[src/rtl/xbar_pkg.sv]
package xbar_pkg;
    typedef enum logic {
        RS_IDLE = 1'b0,
        RS_WAIT = 1'b1
    } ret_state_e;
endpackage

[src/rtl/xbar_arb.sv]
// Fixed-priority grant for one module column: lowest index wins.
module xbar_arb #(
    parameter int NP = 4,
    localparam int PW = (NP > 1) ? $clog2(NP) : 1
) (
    input  logic [NP-1:0] req,
    output logic [NP-1:0] gnt,
    output logic [PW-1:0] idx
);
    always_comb begin
        gnt = '0;
        idx = '0;
        for (int p = NP - 1; p >= 0; p--) begin
            if (req[p]) begin
                gnt    = '0;
                gnt[p] = 1'b1;
                idx    = PW'(p);
            end
        end
    end
endmodule

[src/rtl/xbar_ret.sv]
// Per-processor read return tracker.
module xbar_ret
    import xbar_pkg::*;
#(
    parameter int NM = 4,
    parameter int DW = 16,
    localparam int MW = (NM > 1) ? $clog2(NM) : 1
) (
    input  logic           clk,
    input  logic           rst_n,
    input  logic           fire,
    input  logic [MW-1:0]  mod,
    input  logic [NM*DW-1:0] m_rdata,
    output logic           rvalid,
    output logic [DW-1:0]  rdata
);
    ret_state_e state_q, state_d;
    logic [MW-1:0] mod_q;

    always_comb begin
        state_d = state_q;
        unique case (state_q)
            RS_IDLE: state_d = fire ? RS_WAIT : RS_IDLE;
            RS_WAIT: state_d = fire ? RS_WAIT : RS_IDLE;
            default: state_d = RS_IDLE;
        endcase
    end

    always_ff @(posedge clk or negedge rst_n) begin
        if (!rst_n) begin
            state_q <= RS_IDLE;
            mod_q   <= '0;
        end else begin
            state_q <= state_d;
            if (fire) mod_q <= mod;
        end
    end

    always_comb begin
        rvalid = 1'b0;
        rdata  = '0;
        unique case (state_q)
            RS_IDLE: begin
                rvalid = 1'b0;
                rdata  = '0;
            end
            RS_WAIT: begin
                rvalid = 1'b1;
                rdata  = m_rdata[int'(mod_q)*DW +: DW];
            end
            default: begin
                rvalid = 1'b0;
                rdata  = '0;
            end
        endcase
    end
endmodule

[src/rtl/xbar_pm.sv]
module xbar_pm #(
    parameter int NP = 4,
    parameter int NM = 4,
    parameter int AW = 10,
    parameter int DW = 16,
    localparam int MW  = (NM > 1) ? $clog2(NM) : 1,
    localparam int PW  = (NP > 1) ? $clog2(NP) : 1,
    localparam int LAW = AW - MW
) (
    input  logic              clk,
    input  logic              rst_n,
    input  logic [NP-1:0]     p_req,
    input  logic [NP-1:0]     p_we,
    input  logic [NP*AW-1:0]  p_addr,
    input  logic [NP*DW-1:0]  p_wdata,
    output logic [NP-1:0]     p_ready,
    output logic [NP-1:0]     p_rvalid,
    output logic [NP*DW-1:0]  p_rdata,
    output logic [NM-1:0]     m_en,
    output logic [NM-1:0]     m_we,
    output logic [NM*LAW-1:0] m_addr,
    output logic [NM*DW-1:0]  m_wdata,
    input  logic [NM*DW-1:0]  m_rdata
);
    logic [MW-1:0] tgt [NP];
    logic [NP-1:0] col_req [NM];
    logic [NP-1:0] col_gnt [NM];
    logic [PW-1:0] col_idx [NM];

    // Crosspoint address decode: each processor's top bits name its module.
    for (genvar p = 0; p < NP; p++) begin : g_dec
        assign tgt[p] = p_addr[p*AW + AW - 1 -: MW];
    end

    // One independent arbiter and output multiplexer per module column.
    for (genvar m = 0; m < NM; m++) begin : g_col
        for (genvar p = 0; p < NP; p++) begin : g_xp
            assign col_req[m][p] = p_req[p] && (tgt[p] == MW'(m));
        end

        xbar_arb #(.NP(NP)) u_arb (
            .req (col_req[m]),
            .gnt (col_gnt[m]),
            .idx (col_idx[m])
        );

        assign m_en[m]                   = |col_gnt[m];
        assign m_we[m]                   = m_en[m] && p_we[col_idx[m]];
        assign m_addr[m*LAW +: LAW]      = p_addr[int'(col_idx[m])*AW +: LAW];
        assign m_wdata[m*DW +: DW]       = p_wdata[int'(col_idx[m])*DW +: DW];
    end

    always_comb begin
        p_ready = '0;
        for (int m = 0; m < NM; m++) begin
            p_ready = p_ready | col_gnt[m];
        end
    end

    // Read return path per processor.
    for (genvar p = 0; p < NP; p++) begin : g_ret
        xbar_ret #(.NM(NM), .DW(DW)) u_ret (
            .clk     (clk),
            .rst_n   (rst_n),
            .fire    (p_ready[p] && !p_we[p]),
            .mod     (tgt[p]),
            .m_rdata (m_rdata),
            .rvalid  (p_rvalid[p]),
            .rdata   (p_rdata[p*DW +: DW])
        );
    end
endmodule

[config.mk]
export PLATFORM = sky130hd
export DESIGN_NAME = xbar_pm
export DESIGN_NICKNAME = d
export VERILOG_FILES = /design/src/rtl/xbar_pkg.sv /design/src/rtl/xbar_arb.sv /design/src/rtl/xbar_ret.sv /design/src/rtl/xbar_pm.sv
export SDC_FILE = /design/constraint.sdc
export NUM_CORES = 1
export LEC_CHECK = 0
export CAP_MARGIN = 10
export CELL_PAD_IN_SITES_DETAIL_PLACEMENT = 0
export CELL_PAD_IN_SITES_GLOBAL_PLACEMENT = 1
export CORE_MARGIN = 1.5
export CORE_UTILIZATION = 27
export DETAILED_ROUTE_END_ITERATION = 7
export GPL_TIMING_DRIVEN = 0
export HOLD_SLACK_MARGIN = 0.1
export MAX_ROUTING_LAYER = met4
export PLACE_DENSITY_LB_ADDON = 0.2
export SYNTH_ARGS = -nofsm -noshare
export SYNTH_HDL_FRONTEND = slang
export SYNTH_SLANG_ARGS = --single-unit
[constraint.sdc]
create_clock -name clk -period 1.9 [get_ports clk]
set_input_delay 0.19 -clock clk [delete_from_list [all_inputs] [get_ports clk]]
set_output_delay 0.19 -clock clk [all_outputs]
set_load 0.05 [all_outputs]
# [Word level (Yosys, flattened, before mapping)]
# Cells that the tools add are included.
[totals] mem_bits_rw=0 out_inout_bits=176 mem_count=0 rom_bits=0 latch_bits=0 register_bits=12 inputBits=178 word_cells=135
[op_classes] n_eq_ne=12 n_mux=52 n_mul=4 add_sub_neg=0 bitwise=7 n_shift=12 order_cmp=4 n_div=0 n_reduce_logical=36
[ops] op="$shiftx A64 B7 Y16" n=8
[ops] op="$shiftx A40 B7 Y8" n=4
[ops] op="$pmux W16 S2" n=4
[ops] op="$mux W4" n=16
[ops] op="$mux W2" n=16
[ops] op="$logic_and A1 B1 Y1" n=24
[ops] op="$mul A2 B3 Y5 const B" n=4
[ops] op="$eq A2 B2 Y1 const B" n=8
[ops] op="$reduce_or A4 Y1" n=4
[ops] op="$lt A2 B3 Y1 const B" n=4
[ops] op="$or A4 B4 Y4" n=3
[ops] op="$bmux W1 S2" n=4
[ops] op="$eq A2 B1 Y1 const B" n=4
[ops] op="$logic_not A2 Y1" n=4
[ops] op="$mux W1" n=8
[ops] op="$pmux W1 S2" n=4
[ops] op="$logic_not A1 Y1" n=4
[ops] op="$not A1 Y1" n=4

# [Logic depth before layout (Yosys ltp)]
[logic_depth] word_depth=11 mapped_depth=8

# [Cells and area by module]
# A second synthesis with hierarchy kept.
[hier_totals] cells_unflattened=444 area_unflattened_um2=5535.3
[by_module_without_submodules] mod="xbar_pm" instances=1 cells_per_inst=160 seq_area_each_um2=0.0 area_per_inst_um2=2807.7
[by_module_without_submodules] mod="xbar_ret" instances=4 cells_per_inst=62 seq_area_each_um2=75.1 area_per_inst_um2=621.8
[by_module_without_submodules] mod="xbar_arb" instances=4 cells_per_inst=9 seq_area_each_um2=0.0 area_per_inst_um2=60.1

# [Least setup slack after synthesis]
# Ideal clock, no wire load.
[synth_timing] path_kind="input to output" start="input p_addr[8]" end="output m_addr[24]" path_slack_ns=-0.384 path_buffers=3 arrival_time_ns=2.094 stages=8 path_cell_list="buf_4 and3_1 nor2_2 nand2_2 buf_4 clkbuf_1 nand2_1 a31oi_1"
[synth_via] elab_chain_cells=5
[synth_lines] item="start: declaration" line_no="xbar_pm.sv:14" text="input logic [NP*AW-1:0] p_addr,"
[synth_lines] item="$eq A2 B2 Y1" line_no="xbar_pm.sv:38" text="assign col_req[m][p] = p_req[p] && (tgt[p] == MW'(m));"
[synth_lines] item="$logic_and A1 B1 Y1" line_no="xbar_pm.sv:38"
[synth_lines] item="$mux W2" line_no="xbar_arb.sv:14" text="if (req[p]) begin"
[synth_lines] item="$mul A2 B3 Y5" line_no="xbar_pm.sv:49" text="assign m_addr[m*LAW +: LAW] = p_addr[int'(col_idx[m])*AW +: LAW];"
[synth_lines] item="$shiftx A40 B7 Y8 (*)" line_no="xbar_pm.sv:49"
[synth_lines] item="end: declaration" line_no="xbar_pm.sv:21" text="output logic [NM*LAW-1:0] m_addr,"
# Mark *: on every way between the ends. The rest lies on a longest branch, timed or not.

# [Worst setup path after layout]
[layout_timing] start="input p_req[2]" end="output m_wdata[45]"
[layout_via] elab_chain_cells=5
[layout_lines] item="start: declaration" line_no="xbar_pm.sv:12" text="input logic [NP-1:0] p_req,"
[layout_lines] item="$logic_and A1 B1 Y1" line_no="xbar_pm.sv:38"
[layout_lines] item="$mux W2 (3 in a row)" line_no="xbar_arb.sv:14"
[layout_lines] item="$shiftx A64 B7 Y16" line_no="xbar_pm.sv:50" text="assign m_wdata[m*DW +: DW] = p_wdata[int'(col_idx[m])*DW +: DW];"
[layout_lines] item="end: declaration" line_no="xbar_pm.sv:22" text="output logic [NM*DW-1:0] m_wdata,"
# Every way passes these cells.

==> impl_metrics.toml <==
[outcome]
status = "finished, violations left"
violations = "negative setup slack"

[clock_network]
clkTransAtPathRegs_ns = 0.04
htree_levels = 1
clock_path_buffers = 2
clkLatencyLatePin_ns = 0.24
ctsHoldBuffers = 0
cts_inserted_buffers = 3
cts.sinks = 12
cts-root-buf = "clkbuf_16"
cts_tree = "done"

[worst_setup_path]
crit_type = "primary input to primary output"
cp_max_fo = 6
cp_cell_sequence = "buf_8 -> and3b_2 -> buf_6 -> o221a_4 -> bufbuf_16 -> and2_4 -> a211oi_4 -> a31oi_4 -> buf_6"
cp_slowest_cell = "bufbuf_16"
critPathCaptureType = "primary output"
cp.required_ns = 1.71
cp_data_arrival_time_ns = 1.84
start_kind = "primary input"
critPathMaxStageDelay_ns = 0.30
r2r-start = "g_ret[2].u_ret.mod_q[0]$_DFFE_PN0P_"
worst_path_most_repeated_cell = "buf_6"
crit_path_start = "p_req[2]"

[global_route]
grt_pass1_vias = 7983
grt_pass1_wl_um = 50800
antenna_found_initial = 0
globalRoute.totalOverflow = 0
grt_max_degree = 13
track_usage_pct = 30.7

[synth]
ys_types = 49
syn_inst = 684
synth_nets = 862
synth_edf_count = 0
netlist_area_mm2 = 0.00597
synth_ff_type = "dfrtp_1"
avgSynthCellArea_um2 = 8.73
synth_async_sr_flop_share_pct = 100
ys_ff_latch = 12
yosysSeqAreaShare_pct = 5.03
yosys_warnings = 0

[routing]
avgViaCountPerCell = 5.68
drt-wirelength-per-cell_um = 25.6
antenna_left = 0
dr.first_iter.drc_count = 438
route.detailed.drc = 0
vias = 8025
firstDrtPassIters = 5
wirelength_um = 36200

[timing]
fin_worst_skew_ns = 0
maxSlewViolCount = 0
finalSetupViolations = 89
setup-tns-final_ns = -3.27
fin_crit_sh_pct = 107
layout_min_cycle_time_ns = 2.03
tightest_slew_ns = 0.582
relSlewSlack_pct = 61.1
setup_slack_ns = -0.130
max_freq_mhz = 493
hold_viol = 0
rsz0062_at_grt = "true"

[power]
leakage_nw = 5.56
power_density_mw_per_mm2 = 562
irDropWorstVdd_uv = 340

[floorplanning]
dieArea_mm2 = 0.0230
rows = 54
ioPinCount = 354
start_util_pct = 27.4
die_y_um = 152
die_w_um = 152
core-area_mm2 = 0.0218

[layout]
nets = 1311
layout_common_cells = "clkdlybuf4s50_1 (169), buf_6 (123), mux2i_1 (117)"
stdcell_count = 1413
syn_to_final_growth_pct = 122
multiInputGateArea_mm2 = 0.00675
final_common_cell = "clkdlybuf4s50_1"
drive_gt1_share_pct = 57.2
fill_cells = 1812
utilization_pct = 61.0
regArea_um2 = 307

[placement]
dp_cells = 1316
io_buffers = 352
dpl.hpwl_um = 24700
gp_congestion = 0.833

[run]
cap_violations = 0

[hold_path]
hp-start = "p_addr[19]"
hold_path.class = "primary input to flop"
==> Yosys cell counts, types with 8 or more instances <==
master	count	area share [%]
mux4_2	64	24
clkbuf_1	27	1.7
buf_6	8	1.5
a211oi_1	48	6.0
nand2_1	108	6.8
mux2i_1	151	25
dfrtp_1	12	5.0
buf_4	10	1.3
nor2_1	9	0.57
and2_1	112	12
buf_2	25	2.1
a31oi_1	48	5.0
==> cell type report <==
| type | instances | area share (%) |
|---|---|---|
| multi-input cells | 598 | 50.8 |
| repair buffers | 450 | 36.5 |
| plain buffers | 65 | 7.00 |
| well taps | 280 | 2.64 |
| flip-flops and latches | 12 | 2.31 |
| clock buffers | 4 | 0.669 |
| inverters | 3 | 0.0848 |
| diodes | 1 | 0.0189 |
==> sequential cells by signal, summed over array words and instances, names as in the netlist <==
signal               cells
g_ret.u_ret.mod_q        8
g_ret.u_ret.state_q      4
==> through the flow <==
step / setup WS (ns) / hold slack (ns) / total power [mW] / area, um^2
final: -0.130 / 0.230 / 7.45 / 13300
after global routing: -0.150 / 0.215 / 7.71 / 13300
after CTS: -0.163 / 0.212 / 6.93 / 12400
after detailed placement: -1.69 / 0.558 / 5.56 / 10400
after global placement: -1.67 / 0.549 / 5.57 / 10400
after floorplan: -0.285 / -0.106 / 3.73 / 6520
==> cell families after synthesis <==
group / share of synthesized area, %
DFF: 5.03
and+or+nand+nor: 22.6
muxes: 51.0
xor gates and xnor gates: 0.293
AOI/OAI and AO/OA: 14.3
buffers and inverters: 6.81
==> timing repair <==
action                                 4_1_cts  5_1_grt
setup endpoints to repair                  178      147
pin swaps                                   38       21
endpoints found under the hold margin        0        0
cloned                                      17        3
resized for setup                         1438      172
setup buffers                               44       36
==> layer usage <==
| metal | global-route usage [%] | vias up | wire (um) |
|---|---|---|---|
| li1 | - | 3500 | - |
| met1 | 39.7 | 4019 | 14800 |
| met2 | 49.8 | 439 | 17600 |
| met3 | 5.39 | 67 | 2770 |
| met4 | 7.79 | 0 | 1080 |
| met5 | - | - | 0 |
==> where the power goes <==
group / switching (mW) / leakage (nW) / internal (mW)
logic: 3.48 / 5.37 / 3.14
clock network: 0.106 / 0.0442 / 0.317
registers: 0.104 / 0.142 / 0.303
==> path summary, 6_finish.rpt <==
check / cells after the start / slack (ns) / endpoint
max in group asynchronous: 1 / 1.21 / g_ret[1].u_ret.mod_q[1]$_DFFE_PN0P_
min: 2 / 0.23 / g_ret[1].u_ret.mod_q[1]$_DFFE_PN0P_
max reg2reg: 5 / 0.58 / g_ret[2].u_ret.mod_q[0]$_DFFE_PN0P_
max: 9 / -0.13 / m_wdata[45]
min reg2reg: 4 / 0.91 / g_ret[1].u_ret.mod_q[0]$_DFFE_PN0P_
min in group asynchronous: 1 / 0.30 / g_ret[3].u_ret.state_q$_DFF_PN0_
==> worst max-delay path: cells and delay by family <==
kind | cells | cell delay, ns
AO/OA/AOI/OAI | 3 | 0.54
buffers and inverters | 4 | 0.70
AND/OR/NAND/NOR | 2 | 0.40
Note: power is estimated with default switching activity, not from simulation.
